--- src/rtl/nicreg_pkg.sv ---
package nicreg_pkg;

  localparam int DATA_W    = 8;
  localparam int IDX_W     = 4;
  localparam int NUM_SLOTS = 1 << IDX_W;
  localparam int STA_BYTES = 6;
  localparam int FLT_BYTES = 8;

  typedef enum logic [1:0] {
    PG_LOCAL = 2'd0,
    PG_ADDR  = 2'd1,
    PG_RSV2  = 2'd2,
    PG_RSV3  = 2'd3
  } page_e;

  // Local page slot indices (write view)
  localparam int S_RING_START = 1;
  localparam int S_RING_STOP  = 2;
  localparam int S_BOUNDARY   = 3;
  localparam int S_TX_PAGE    = 4;
  localparam int S_TXCNT_LO   = 5;
  localparam int S_TXCNT_HI   = 6;
  localparam int S_INT_STAT   = 7;
  localparam int S_RADDR_LO   = 8;
  localparam int S_RADDR_HI   = 9;
  localparam int S_RCNT_LO    = 10;
  localparam int S_RCNT_HI    = 11;
  localparam int S_RX_CFG     = 12;
  localparam int S_TX_CFG     = 13;
  localparam int S_DATA_CFG   = 14;
  localparam int S_INT_MASK   = 15;

  // Address page slot indices
  localparam int S_STA_BASE   = 1;
  localparam int S_CUR_PAGE   = 7;
  localparam int S_FLT_BASE   = 8;

  // Local page indices that return stored data on a read
  localparam logic [NUM_SLOTS-1:0] LOCAL_READ_MASK =
    NUM_SLOTS'((1 << S_BOUNDARY) | (1 << S_INT_STAT));

  localparam logic [DATA_W-1:0] CMD_RST_VAL = 8'h01;
  localparam logic [DATA_W-1:0] INT_RST_VAL = 8'h80;

  localparam int PAGE_MSB = DATA_W - 1;
  localparam int PAGE_LSB = DATA_W - 2;

endpackage

--- src/rtl/nicreg_decode.sv ---
module nicreg_decode
  import nicreg_pkg::*;
#(
  parameter int IW    = IDX_W,
  parameter int SLOTS = NUM_SLOTS
) (
  input  page_e            page,
  input  logic [IW-1:0]    idx,
  input  logic             rd_en,
  input  logic             wr_en,
  output logic             wr_cmd,
  output logic [SLOTS-1:0] wr_local,
  output logic [SLOTS-1:0] wr_addr,
  output logic             bad_access
);
  logic [SLOTS-1:0] onehot;
  logic             banked;

  always_comb begin
    onehot     = {{(SLOTS-1){1'b0}}, 1'b1} << idx;
    banked     = (idx != '0);
    wr_cmd     = wr_en && !banked;
    wr_local   = (wr_en && banked && page == PG_LOCAL) ? onehot : '0;
    wr_addr    = (wr_en && banked && page == PG_ADDR)  ? onehot : '0;
    bad_access = (rd_en || wr_en) && banked &&
                 (page == PG_RSV2 || page == PG_RSV3);
  end
endmodule

--- src/rtl/nicreg_bank.sv ---
module nicreg_bank
  import nicreg_pkg::*;
#(
  parameter int              DW       = DATA_W,
  parameter int              SLOTS    = NUM_SLOTS,
  parameter int              HOT_SLOT = 0,
  parameter logic [DW-1:0]   HOT_VAL  = '0
) (
  input  logic                      clk,
  input  logic                      rst_n,
  input  logic [SLOTS-1:0]          wr_sel,
  input  logic [DW-1:0]             wr_data,
  output logic [SLOTS-1:0][DW-1:0]  q
);
  assign q[0] = '0;

  for (genvar k = 1; k < SLOTS; k++) begin : g_slot
    localparam logic [DW-1:0] RST_VAL = (k == HOT_SLOT) ? HOT_VAL : '0;
    logic [DW-1:0] r;
    always_ff @(posedge clk) begin
      if (!rst_n)         r <= RST_VAL;
      else if (wr_sel[k]) r <= wr_data;
    end
    assign q[k] = r;
  end
endmodule

--- src/rtl/nicreg_rdmux.sv ---
module nicreg_rdmux
  import nicreg_pkg::*;
#(
  parameter int DW    = DATA_W,
  parameter int IW    = IDX_W,
  parameter int SLOTS = NUM_SLOTS
) (
  input  page_e                     page,
  input  logic [IW-1:0]             idx,
  input  logic [DW-1:0]             cmd,
  input  logic [SLOTS-1:0][DW-1:0]  local_q,
  input  logic [SLOTS-1:0][DW-1:0]  addr_q,
  output logic [DW-1:0]             rd_data
);
  always_comb begin
    rd_data = '0;
    if (idx == '0) begin
      rd_data = cmd;
    end else begin
      unique case (page)
        PG_LOCAL: rd_data = LOCAL_READ_MASK[idx] ? local_q[idx] : '0;
        PG_ADDR:  rd_data = addr_q[idx];
        default:  rd_data = '0;
      endcase
    end
  end
endmodule

--- src/rtl/nic_reg_bank.sv ---
module nic_reg_bank
  import nicreg_pkg::*;
#(
  parameter int DW  = DATA_W,
  parameter int IW  = IDX_W,
  parameter int STA = STA_BYTES,
  parameter int FLT = FLT_BYTES
) (
  input  logic              clk,
  input  logic              rst_n,
  input  logic [IW-1:0]     reg_idx,
  input  logic              rd_en,
  input  logic              wr_en,
  input  logic [DW-1:0]     wr_data,
  output logic [DW-1:0]     rd_data,
  output logic              page_err,
  output logic [DW-1:0]     cmd,
  output logic [DW-1:0]     ring_start,
  output logic [DW-1:0]     ring_stop,
  output logic [DW-1:0]     boundary,
  output logic [DW-1:0]     tx_page,
  output logic [2*DW-1:0]   tx_count,
  output logic [DW-1:0]     int_status,
  output logic [2*DW-1:0]   remote_addr,
  output logic [2*DW-1:0]   remote_count,
  output logic [DW-1:0]     rx_cfg,
  output logic [DW-1:0]     tx_cfg,
  output logic [DW-1:0]     data_cfg,
  output logic [DW-1:0]     int_mask,
  output logic [STA*DW-1:0] station_addr,
  output logic [DW-1:0]     cur_page_ptr,
  output logic [FLT*DW-1:0] mcast_filter
);
  localparam int SLOTS = 1 << IW;

  page_e                    page;
  logic                     wr_cmd;
  logic [SLOTS-1:0]         wr_local;
  logic [SLOTS-1:0]         wr_addr;
  logic                     bad_access;
  logic [SLOTS-1:0][DW-1:0] local_q;
  logic [SLOTS-1:0][DW-1:0] addr_q;
  logic [DW-1:0]            cmd_q;

  assign page = page_e'(cmd_q[DW-1 -: 2]);

  nicreg_decode #(.IW(IW), .SLOTS(SLOTS)) u_dec (
    .page       (page),
    .idx        (reg_idx),
    .rd_en      (rd_en),
    .wr_en      (wr_en),
    .wr_cmd     (wr_cmd),
    .wr_local   (wr_local),
    .wr_addr    (wr_addr),
    .bad_access (bad_access)
  );

  always_ff @(posedge clk) begin
    if (!rst_n) begin
      cmd_q    <= CMD_RST_VAL;
      page_err <= 1'b0;
    end else begin
      if (wr_cmd) cmd_q <= wr_data;
      page_err <= bad_access;
    end
  end

  nicreg_bank #(.DW(DW), .SLOTS(SLOTS), .HOT_SLOT(S_INT_STAT),
                .HOT_VAL(INT_RST_VAL)) u_local (
    .clk     (clk),
    .rst_n   (rst_n),
    .wr_sel  (wr_local),
    .wr_data (wr_data),
    .q       (local_q)
  );

  nicreg_bank #(.DW(DW), .SLOTS(SLOTS), .HOT_SLOT(0),
                .HOT_VAL('0)) u_addr (
    .clk     (clk),
    .rst_n   (rst_n),
    .wr_sel  (wr_addr),
    .wr_data (wr_data),
    .q       (addr_q)
  );

  nicreg_rdmux #(.DW(DW), .IW(IW), .SLOTS(SLOTS)) u_rd (
    .page    (page),
    .idx     (reg_idx),
    .cmd     (cmd_q),
    .local_q (local_q),
    .addr_q  (addr_q),
    .rd_data (rd_data)
  );

  assign cmd          = cmd_q;
  assign ring_start   = local_q[S_RING_START];
  assign ring_stop    = local_q[S_RING_STOP];
  assign boundary     = local_q[S_BOUNDARY];
  assign tx_page      = local_q[S_TX_PAGE];
  assign tx_count     = {local_q[S_TXCNT_HI], local_q[S_TXCNT_LO]};
  assign int_status   = local_q[S_INT_STAT];
  assign remote_addr  = {local_q[S_RADDR_HI], local_q[S_RADDR_LO]};
  assign remote_count = {local_q[S_RCNT_HI], local_q[S_RCNT_LO]};
  assign rx_cfg       = local_q[S_RX_CFG];
  assign tx_cfg       = local_q[S_TX_CFG];
  assign data_cfg     = local_q[S_DATA_CFG];
  assign int_mask     = local_q[S_INT_MASK];
  assign cur_page_ptr = addr_q[S_CUR_PAGE];

  for (genvar j = 0; j < STA; j++) begin : g_sta
    assign station_addr[j*DW +: DW] = addr_q[S_STA_BASE + j];
  end

  for (genvar j = 0; j < FLT; j++) begin : g_flt
    assign mcast_filter[j*DW +: DW] = addr_q[S_FLT_BASE + j];
  end
endmodule

--- config.mk ---
export PLATFORM = sky130hd
export DESIGN_NAME = nic_reg_bank
export DESIGN_NICKNAME = d
export VERILOG_FILES = /design/src/rtl/nicreg_pkg.sv /design/src/rtl/nicreg_decode.sv /design/src/rtl/nicreg_bank.sv /design/src/rtl/nicreg_rdmux.sv /design/src/rtl/nic_reg_bank.sv
export SDC_FILE = /design/constraint.sdc
export NUM_CORES = 1
export LEC_CHECK = 0
export BUFFER_PORTS_ARGS = -buffer_cell sky130_fd_sc_hd__buf_2
export CAP_MARGIN = 10
export CORE_MARGIN = 3
export CORE_UTILIZATION = 54
export CTS_CLUSTER_DIAMETER = 200
export DETAILED_ROUTE_END_ITERATION = 8
export PLACE_DENSITY = 0.8
export SLEW_MARGIN = 20
export SYNTH_ARGS = -nofsm -noshare
export SYNTH_HDL_FRONTEND = slang
export SYNTH_HIERARCHICAL = 1
export SYNTH_SLANG_ARGS = --single-unit
--- constraint.sdc ---
create_clock -name clk -period 2 [get_ports clk]
set_input_delay 0.1 -clock clk [delete_from_list [all_inputs] [get_ports clk]]
set_output_delay 0.1 -clock clk [all_outputs]
set_load 0.02 [all_outputs]
# After elaboration in Yosys (flattened, before gate mapping)
# Memories as Yosys holds them, arrays and structs flattened.
# Cells that the tools add are included.
dict set report totals {
  n_memories 1
  ff_bits 249
  rom_bits 16
  wordCells 60
}
# memory depth width rd rd_ports_with_merged_regs write_ports line
set memory_table {}
lappend memory_table {{(name not given)} 16 1 1 0 0 nicreg_rdmux.sv:21} ;# PG_LOCAL: rd_data = LOCAL_READ_MASK[idx] ? local_q[idx] : '0;
dict set report classes {
  magnitude_cmp 1
  reduce_logical 12
  eq_ne 3
  n_mux 10
  n_shift 1
}
# op n
set ops {}
lappend ops {{$bmux 8 s4} 2}
lappend ops {{$mux 16} 2}
lappend ops {{$mux 8} 4}
lappend ops {{$pmux 8 s2} 1}
lappend ops {{$shl 1x4->16 const A} 1}
lappend ops {{$logic_and 1x1->1} 6}
lappend ops {{$lt 4x5->1 const B} 1}
lappend ops {{$eq 2x2->1 const B} 2}
lappend ops {{$logic_not 4->1} 1}
lappend ops {{$reduce_bool 4->1} 1}
lappend ops {{$eq 2x1->1 const B} 1}
lappend ops {{$logic_not 2->1} 1}
lappend ops {{$logic_or 1x1->1} 2}
lappend ops {{$logic_not 1->1} 1}
lappend ops {{$mux 1} 1}

# Depth between registers and ports, before layout
# Gate-level depths: netlist (run 1).
dict set report logic_depth {
  ltp_word 5
  ltp_mapped 8
  depth_no_buf 5
}

# Hierarchy
# The synthesis (run 1) kept the hierarchy.
# module n_inst area_each_um2 seq_area_each_um2 cells_per_inst
set modules_own_cells {}
lappend modules_own_cells {{nicreg_bank (u_local)} 1 4665.7 2402.3 405}
lappend modules_own_cells {{nicreg_bank (u_addr)} 1 4659.5 2402.3 405}
lappend modules_own_cells {nicreg_rdmux 1 1487.7 0.0 177}
lappend modules_own_cells {nic_reg_bank 1 325.3 180.2 27}
lappend modules_own_cells {nicreg_decode 1 266.5 0.0 52}

# Least setup slack after synthesis (run 1)
# OpenSTA, ideal clock, no wires.
dict set report synth_path {
  kind {flip-flop to output port}
  from {reg cmd_q[6], in the netlist cmd[6]}
  to {out rd_data[0]}
  t_arrival_ps 1749
  required_ps 1900
  setup_slack_ps 151
  n_path_buf 1
  path_stages_with_launch 6
  path_cell_list {dfxtp_1 -> or4_1 -> clkbuf_1 -> a211oi_1 -> nor3_1 -> a21oi_1}
}
dict set report synth_between {
  elab_chain_len 3
}
# item line
set synth_lines {}
lappend synth_lines {{from (decl)} nic_reg_bank.sv:43} ;# logic [DW-1:0] cmd_q;
lappend synth_lines {{from (signal assigned)} nic_reg_bank.sv:63} ;# if (wr_cmd) cmd_q <= wr_data;
lappend synth_lines {{$eq 2x1->1 or $logic_not 2->1 (tied branches)} nicreg_rdmux.sv:20} ;# unique case (page)
lappend synth_lines {{$pmux 8 s2 (*)} nicreg_rdmux.sv:20}
lappend synth_lines {{$mux 8 (*)} nicreg_rdmux.sv:17} ;# if (idx == '0) begin
lappend synth_lines {{to (decl)} nic_reg_bank.sv:15} ;# output logic [DW-1:0] rd_data,
# Mark *: on every way between the ends. The rest lies on a longest branch, timed or not.

# Worst setup path in the final report (run 1)
dict set report layout_path {
  from {reg cmd_q[7], in the netlist cmd[7]}
  to {out rd_data[3]}
}
# The elaborated chain is that of the path after synthesis.

==> results of run 1 <==
## repair_timing
action	4_1_cts	5_1_grt
hold endpoints to repair	1	0
setup buffers	12	2
pin swaps	15	1
resized for setup	67	10
gates cloned	0	0
endpoints found under the setup margin	8	110
hold buffers	1	0
## routing by layer
metal	GRT usage (%)	up-vias	part of all wire, %
li1	-	4132	-
met1	37.3	4195	43
met2	43.9	375	46
met3	6.49	71	8.4
met4	8.98	2	2.8
met5	0	-	0.022
## state kept, by name, summed over array words and instances, names as in the netlist
| signal | flops |
|---|---|
| u_addr/g_slot.r | 120 |
| page_err | 1 |
| u_local/g_slot.r | 120 |
| cmd | 8 |
## area by class of cell
class / count / share of cell area, %
Multi-Input combinational cell: 710 / 41.2
Sequential cell: 249 / 35.4
Timing Repair Buffer: 348 / 14.8
Clock buffer: 31 / 4.87
Tap cell: 270 / 2.38
Clock inverter: 18 / 1.29
Antenna cell: 1 / 0.0176
## power breakdown
part           internal [mW]  total, mW  switching [mW]
combinational          0.319      0.790           0.471
sequential              4.99       5.01          0.0203
clock                   2.88       4.95            2.07
## through the flow
stage               std cells  area (um2)  util [%]  TNS [ns]
floorplan                1061       11300         -         0
global placement         1562       12900      63.1     -1.96
detailed placement       1562       12900      63.1     -2.62
CTS                      1624       14100      69.1     -1.08
global route             1627       14200      69.4     -1.44
finish                   1627       14200      69.4     -1.08
## how the worst max path moves through the flow
stage | from | to | slack, ns
after floorplan | cmd[6]$_SDFFE_PN0P_ | rd_data[0] | 0.15
after global placement | reg_idx[0] | rd_data[0] | -0.07
after detailed placement | reg_idx[0] | u_addr/g_slot[8].r[5]$_SDFFE_PN0P_ | -0.09
after CTS | u_addr/g_slot[11].r[7]$_SDFFE_PN0P_ | rd_data[7] | -0.17
after global routing | u_addr/g_slot[7].r[7]$_SDFFE_PN0P_ | rd_data[7] | -0.22
final | cmd[7]$_SDFFE_PN0P_ | rd_data[3] | -0.18
## cell usage in the layout (no fill, tap or decap), types with 4 or more instances in the layout
master      instances
buf_2             263
buf_4              66
dfxtp_1           229
conb_1              8
o21ai_0            11
o211ai_1            6
a22oi_1             8
clkbuf_1            4
a22oi_2             4
clkbuf_16          27
mux4_2              4
nand2_1            15
nor2_1             36
o22ai_4             4
o22a_1              6
nor2b_1           248
clkinv_2            9
buf_6               9
dfxtp_2            18
mux2i_1           290
nand3b_1            4
buf_12              9
o221ai_2            5
mux2_2             22
clkinvlp_4          4
## critical path, delay by kind of cell, from the launching register on
family / cells / cell delay [ns]
AO/OA/AOI/OAI: 2 / 0.34
AND/OR/NAND/NOR: 1 / 0.55
buffers and inverters: 2 / 0.31
flip-flops: 1 / 0.36
==> impl_table.tex, run 1 <==
\begin{tabular}{lr}
\hline
Metric & Value \\
\hline
\multicolumn{2}{l}{\textbf{Run status}} \\
Status & finished, violations left \\
Violated checks & setup timing \\
\multicolumn{2}{l}{\textbf{Drt}} \\
Routed Antenna Nets & 0 \\
Avg Vias per Cell & approximately 5.4 \\
Total via count in the routed design & between 8000 and 9000 \\
Post-route DRC & 0 \\
Detailed-routing iteration count for the pre-antenna-repair pass & 5 \\
Detailed Route WL & 32.4 mm \\
Routed WL per cell & 19.9 um \\
Number of design-rule violations left by the first detailed-router iteration & $\sim$500 \\
\multicolumn{2}{l}{\textbf{Setup path}} \\
Critical Path Max Stage Delay & around 0.55 ns \\
Setup slack, reg-to-reg & around 0.12 ns \\
CP max-delay cell & or4\_4 \\
Worst-path fanout max & 4 \\
FF-to-FF Start & cmd[7]\$\_SDFFE\_PN0P\_ \\
Endpoint arrival time on the critical path & roughly 2.1 ns \\
Worst-path cell chain & or4\_4, buf\_12, o22ai\_4, o22a\_1, buf\_6 \\
CP Capture Type & output pin \\
Class of the most critical setup path & register to output pin \\
Endpoint of the lowest-slack register-to-register path & u\_addr/g\_slot[8].r[2]\$\_SDFFE\_PN0P\_ \\
Critical path data required time & 1.90 ns \\
R2R cell count & 6 \\
Startpoint type of the worst setup path & register \\
\multicolumn{2}{l}{\textbf{Power and ir drop}} \\
Total Power Consumption & 10.7 mW \\
Leakage power figure & 5.62 nW \\
PD cells & approximately 760 nW/um2 \\
Worst IR Drop VDD & roughly 0.00063 V \\
\multicolumn{2}{l}{\textbf{STA}} \\
Worst Hold Margin & 0.0847 ns \\
Setup repair after global routing missed its margin & true \\
Slew Limit Headroom & a little over two fifths \\
Number of pins with negative max-slew slack in the final report & 0 \\
Time the worst path needs with I/O delays and setup & roughly 2.2 ns \\
Slew @ Worst Pin & 0.862 ns \\
Clock skew & 0.0102 ns \\
Achievable clock frequency & 459 MHz \\
Endpoints failing setup & 8 \\
Part of the cycle the worst path needs & 109\% \\
Final worst slack & -0.179 ns \\
Final Hold Viols & 0 \\
\multicolumn{2}{l}{\textbf{Synthesis}} \\
Post-synthesis average cell area & 10.7 um2 \\
Post-synthesis instance area & approximately 11000 um2 \\
YS warnings & 6 \\
Post-Synthesis Cells & 1054 \\
\multicolumn{2}{l}{\textbf{Die}} \\
Std cell rows & between 50 and 60 \\
Die width & around 150 um \\
Full die area & around 23000 um2 \\
Count of boundary I/O pins & approximately 270 \\
Total core area & 20400 um2 \\
Starting density of the core & a little under three fifths \\
Die Y & roughly 150 um \\
\multicolumn{2}{l}{\textbf{Clock tree}} \\
Root buffer cell & clkbuf\_16 \\
Clock Sinks & 249 \\
Level count of the clock H-tree & 1 \\
Clock Tree Buf Depth & 3 \\
Post-CTS clock slew at the launch and capture registers of the worst setup and hold paths & about 0.060 ns \\
Clk Latency, worst-skew pair & between 0.5 and 0.6 ns \\
TritonCTS Buffers & 27 \\
Clock tree from TritonCTS & built \\
\multicolumn{2}{l}{\textbf{Min path}} \\
End point of the most critical hold path & page\_err\$\_SDFF\_PN0\_ \\
Worst hold path class & primary input to register \\
Start point of the worst hold path & wr\_en \\
Depth of the worst hold-timing path & 4 \\
\multicolumn{2}{l}{\textbf{Final layout}} \\
Final \#Nets & approximately 1400 \\
Filler Cell Count & between 1500 and 2000 \\
FF+latch area & 5010 um2 \\
Syn-to-layout area delta & 25.3\% \\
Area occupied by multi-input gates & 5850 um2 \\
Layout cells sized above 1 & between 30\% and 40\% \\
\multicolumn{2}{l}{\textbf{Global route}} \\
Number of antenna violations at the first check in global routing & 2 \\
First-pass GRT wire length & around 49 mm \\
Final global-route overflow total & 0 \\
Global-route usage over all layers & around 28\% \\
Maximum number of pins on one net before global-route repair & 77 \\
Via count of the first global-routing pass & between 8000 and 9000 \\
\multicolumn{2}{l}{\textbf{Placement}} \\
Post-DP HPWL & roughly 22 mm \\
Routability-driven placement congestion ratio & around 0.83 \\
Count of buffers inserted at the top-level ports & roughly 270 \\
Worst-case setup slack after placement & -0.0876 ns \\
\multicolumn{2}{l}{\textbf{Flow run}} \\
Number of violations of the max-capacitance limit & 0 \\
\hline
\end{tabular}
(Power assumes the default switching activity.)
==> run 2: changes to the inputs <==
CORE_MARGIN = unset   (was 3)
MAX_ROUTING_LAYER = met4   (was unset)
==> impl_table.tex, run 2 (synthesis gave the netlist of run 1 again) <==
\begin{tabular}{lr}
\hline
Metric & Value \\
\hline
\multicolumn{2}{l}{\textbf{Final layout}} \\
Commonest cells after routing, fill and taps aside & mux2i\_1, buf\_2, nor2b\_1 (unchanged) \\
Fin cells & 1629 (was 1627) \\
Layout cells sized above 1 & 33.1\% (was 34.5\%) \\
Final design area excluding fillers & 14100 um2 (was 14200 um2) \\
Most common library cell in the layout ignoring fill and taps & mux2i\_1 (unchanged) \\
Final \#Nets & 1354 (was 1352) \\
Syn-to-layout area delta & 24.6\% (was 25.3\%) \\
\multicolumn{2}{l}{\textbf{Setup path}} \\
Worst-path fanout max & 3 (was 4) \\
CP max-delay cell & mux4\_1 (was or4\_4) \\
CP Capture Type & output pin (unchanged) \\
Worst-path cell chain & mux4\_1, mux2i\_1, nor3\_1, a2111o\_1, buf\_6 (was or4\_4, buf\_12, o22ai\_4, o22a\_1, buf\_6) \\
Critical path data required time & 1.90 ns (about the same) \\
Cell class contributing the biggest share of worst-path delay & multiplexers (was simple AND/OR/NAND/NOR gates) \\
Startpoint type of the worst setup path & register (unchanged) \\
Class of the most critical setup path & register to output pin (unchanged) \\
CP Buf/Inv Count & 1 (was 2) \\
Critical Path Max Stage Delay & 0.49 ns (was 0.55 ns) \\
Endpoint arrival time on the critical path & 2.15 ns (was 2.08 ns) \\
\multicolumn{2}{l}{\textbf{Drt}} \\
Detailed-routing iteration count for the pre-antenna-repair pass & 5 (unchanged) \\
Routed Antenna Nets & 0 (unchanged) \\
Total via count in the routed design & 8759 (was 8775) \\
Detailed Route WL & 32.2 mm (was 32.4 mm) \\
Routed WL per cell & 19.7 um (was 19.9 um) \\
Avg Vias per Cell & 5.38 (was 5.39) \\
Number of design-rule violations left by the first detailed-router iteration & 515 (was 488) \\
Post-route DRC & 0 (unchanged) \\
\multicolumn{2}{l}{\textbf{STA}} \\
Endpoints failing setup & 8 (unchanged) \\
Clock skew & 0.0190 ns (was 0.0102 ns) \\
Worst Hold Margin & 0.0365 ns (was 0.0847 ns) \\
Final Hold Viols & 0 (unchanged) \\
Time the worst path needs with I/O delays and setup & 2.25 ns (was 2.18 ns) \\
Number of pins with negative max-slew slack in the final report & 0 (unchanged) \\
Part of the cycle the worst path needs & 113\% (was 109\%) \\
Final worst slack & -0.251 ns (was -0.179 ns) \\
Slew @ Worst Pin & 0.821 ns (was 0.862 ns) \\
Setup repair after global routing missed its margin & true (unchanged) \\
Slew Limit Headroom & 45.3\% (was 42.5\%) \\
Achievable clock frequency & 444 MHz (was 459 MHz) \\
\multicolumn{2}{l}{\textbf{Power and ir drop}} \\
NetSw & 2.47 mW (was 2.56 mW) \\
Comb pwr share & 7.5\% (was 7.3\%) \\
Share of power burned in the clock network & 44.7\% (was 46.0\%) \\
PD cells & 743 nW/um2 (was 758 nW/um2) \\
Cell internal power dissipation & 8.01 mW (was 8.18 mW) \\
Worst IR Drop VDD & 0.000628 V (was 0.000634 V) \\
Sequential cell fraction of total power & 47.8\% (was 46.6\%) \\
Fraction of power spent switching nets & 23.6\% (was 23.9\%) \\
Total Power Consumption & 10.5 mW (was 10.7 mW) \\
Leakage power figure & 5.62 nW (about the same) \\
\multicolumn{2}{l}{\textbf{Die}} \\
Starting density of the core & 55.6\% (was 55.4\%) \\
Std cell rows & 52 (unchanged) \\
Die Y & 147 um (was 151 um) \\
Full die area & 21600 um2 (was 22700 um2) \\
Count of boundary I/O pins & 273 (unchanged) \\
Total core area & 20400 um2 (about the same) \\
Die width & 147 um (was 151 um) \\
\multicolumn{2}{l}{\textbf{Global route}} \\
Global-route usage over all layers & 29.6\% (was 27.6\%) \\
Met3 Track Usage GR & 6.12\% (was 6.49\%) \\
Maximum number of pins on one net before global-route repair & 112 (was 77) \\
Met2 routing resource usage after global routing & 46.5\% (was 43.9\%) \\
Met1 GRT Util & 37.5\% (was 37.3\%) \\
Number of antenna violations at the first check in global routing & 2 (unchanged) \\
First-pass GRT wire length & 48.6 mm (was 49.4 mm) \\
Final global-route overflow total & 0 (unchanged) \\
Most congested layer reported by global routing & met2 (unchanged) \\
Via count of the first global-routing pass & 8459 (was 8571) \\
\multicolumn{2}{l}{\textbf{Placement}} \\
Post-DP HPWL & 21.3 mm (was 21.7 mm) \\
Count of buffers inserted at the top-level ports & 272 (unchanged) \\
Number of cells after detailed placement & 1568 (was 1562) \\
Routability-driven placement congestion ratio & 0.877 (was 0.835) \\
Total cell area at the placement stage & 13000 um2 (was 12900 um2) \\
\multicolumn{2}{l}{\textbf{Clock tree}} \\
Clk Latency, worst-skew pair & 0.53 ns (was 0.52 ns) \\
Level count of the clock H-tree & 1 (unchanged) \\
Clock Tree Buf Depth & 3 (unchanged) \\
Clock Sinks & 249 (unchanged) \\
Clock tree from TritonCTS & built (unchanged) \\
Root buffer cell & clkbuf\_16 (unchanged) \\
Post-CTS clock slew at the launch and capture registers of the worst setup and hold paths & 0.06 ns (about the same) \\
TritonCTS Buffers & 27 (unchanged) \\
\multicolumn{2}{l}{\textbf{Run status}} \\
Status & finished, violations left (unchanged) \\
Violated checks & setup timing (unchanged) \\
\multicolumn{2}{l}{\textbf{Flow run}} \\
Number of violations of the max-capacitance limit & 0 (unchanged) \\
\multicolumn{2}{l}{\textbf{Min path}} \\
Worst hold path class & primary input to register (unchanged) \\
\hline
\end{tabular}
-- run 2: changes by cell type in the layout (fill, tap and decap cells not counted), moves of 3 or more --
cell,change
dfxtp_1,+7
dfxtp_2,-7
clkbuf_8,+6
clkbuf_1,+5
clkinvlp_4,-4
bufinv_16,-3
clkinv_2,-3
-- run 2: worst paths after layout --
check                                       start                                   end  slack, ns  cells after the start
min                                    wr_data[5]   u_addr/g_slot[15].r[5]$_SDFFE_PN0P_       0.04                      3
max            u_addr/g_slot[3].r[7]$_SDFFE_PN0P_                            rd_data[7]      -0.25                      5
min reg2reg  u_local/g_slot[14].r[2]$_SDFFE_PN0P_  u_local/g_slot[14].r[2]$_SDFFE_PN0P_       0.51                      2
max reg2reg                   cmd[7]$_SDFFE_PN0P_    u_addr/g_slot[1].r[1]$_SDFFE_PN0P_       0.06                      8
-- run 2: final cells by class --
| type | count | area, um2 |
|---|---|---|
| Clock buffer | 42 | 792 |
| Fill cell | 1589 | 6260 |
| Antenna cell | 2 | 5.00 |
| Sequential cell | 249 | 5010 |
| Clock inverter | 6 | 30.0 |
| Tap cell | 270 | 338 |
| Multi-Input combinational cell | 710 | 5800 |
| Timing Repair Buffer | 350 | 2140 |
-- run 2: power groups by stage --
stage          Sequential [mW]  Combinational, mW  Clock (mW)
3_5_place_dp              5.12              0.730           0
5_1_grt                   5.01              0.825        4.95
4_1_cts                   5.01              0.772        4.74
2_1_floorplan             5.16              0.453           0
6_report                  5.01              0.788        4.68
3_3_place_gp              5.12              0.725           0
-- run 2: layer usage --
| metal | wire length (um) | up-vias |
|---|---|---|
| met5 | 0 | - |
| met4 | 1110 | 0 |
| met2 | 14800 | 337 |
| li1 | - | 4147 |
| met3 | 2150 | 79 |
| met1 | 14100 | 4196 |
-- run 2: worst min-delay path, stage by stage --
cell and delay (ns):
buf_2 0.20, mux2i_1 0.16, nor2b_1 0.06
-- run 2: timing repair --
| item | CTS | global route |
|---|---|---|
| pin swaps | 10 | 5 |
| resized for setup | 51 | 13 |
| hold endpoints to repair | 2 | 0 |
| buffers inserted | 6 | 3 |
| endpoints found under the setup margin | 8 | 54 |
| hold buffers | 2 | 0 |
-- run 2: through the flow --
step / worst slack [ns] / setup TNS, ns / util, %
6_report: -0.251 / -1.14 / 69.3
5_1_grt: -0.303 / -1.42 / 69.3
4_1_cts: -0.190 / -0.977 / 68.9
3_5_place_dp: 0.00827 / 0 / 63.6
3_3_place_gp: 0.0374 / 0 / 63.6
2_1_floorplan: 0.151 / 0 / -
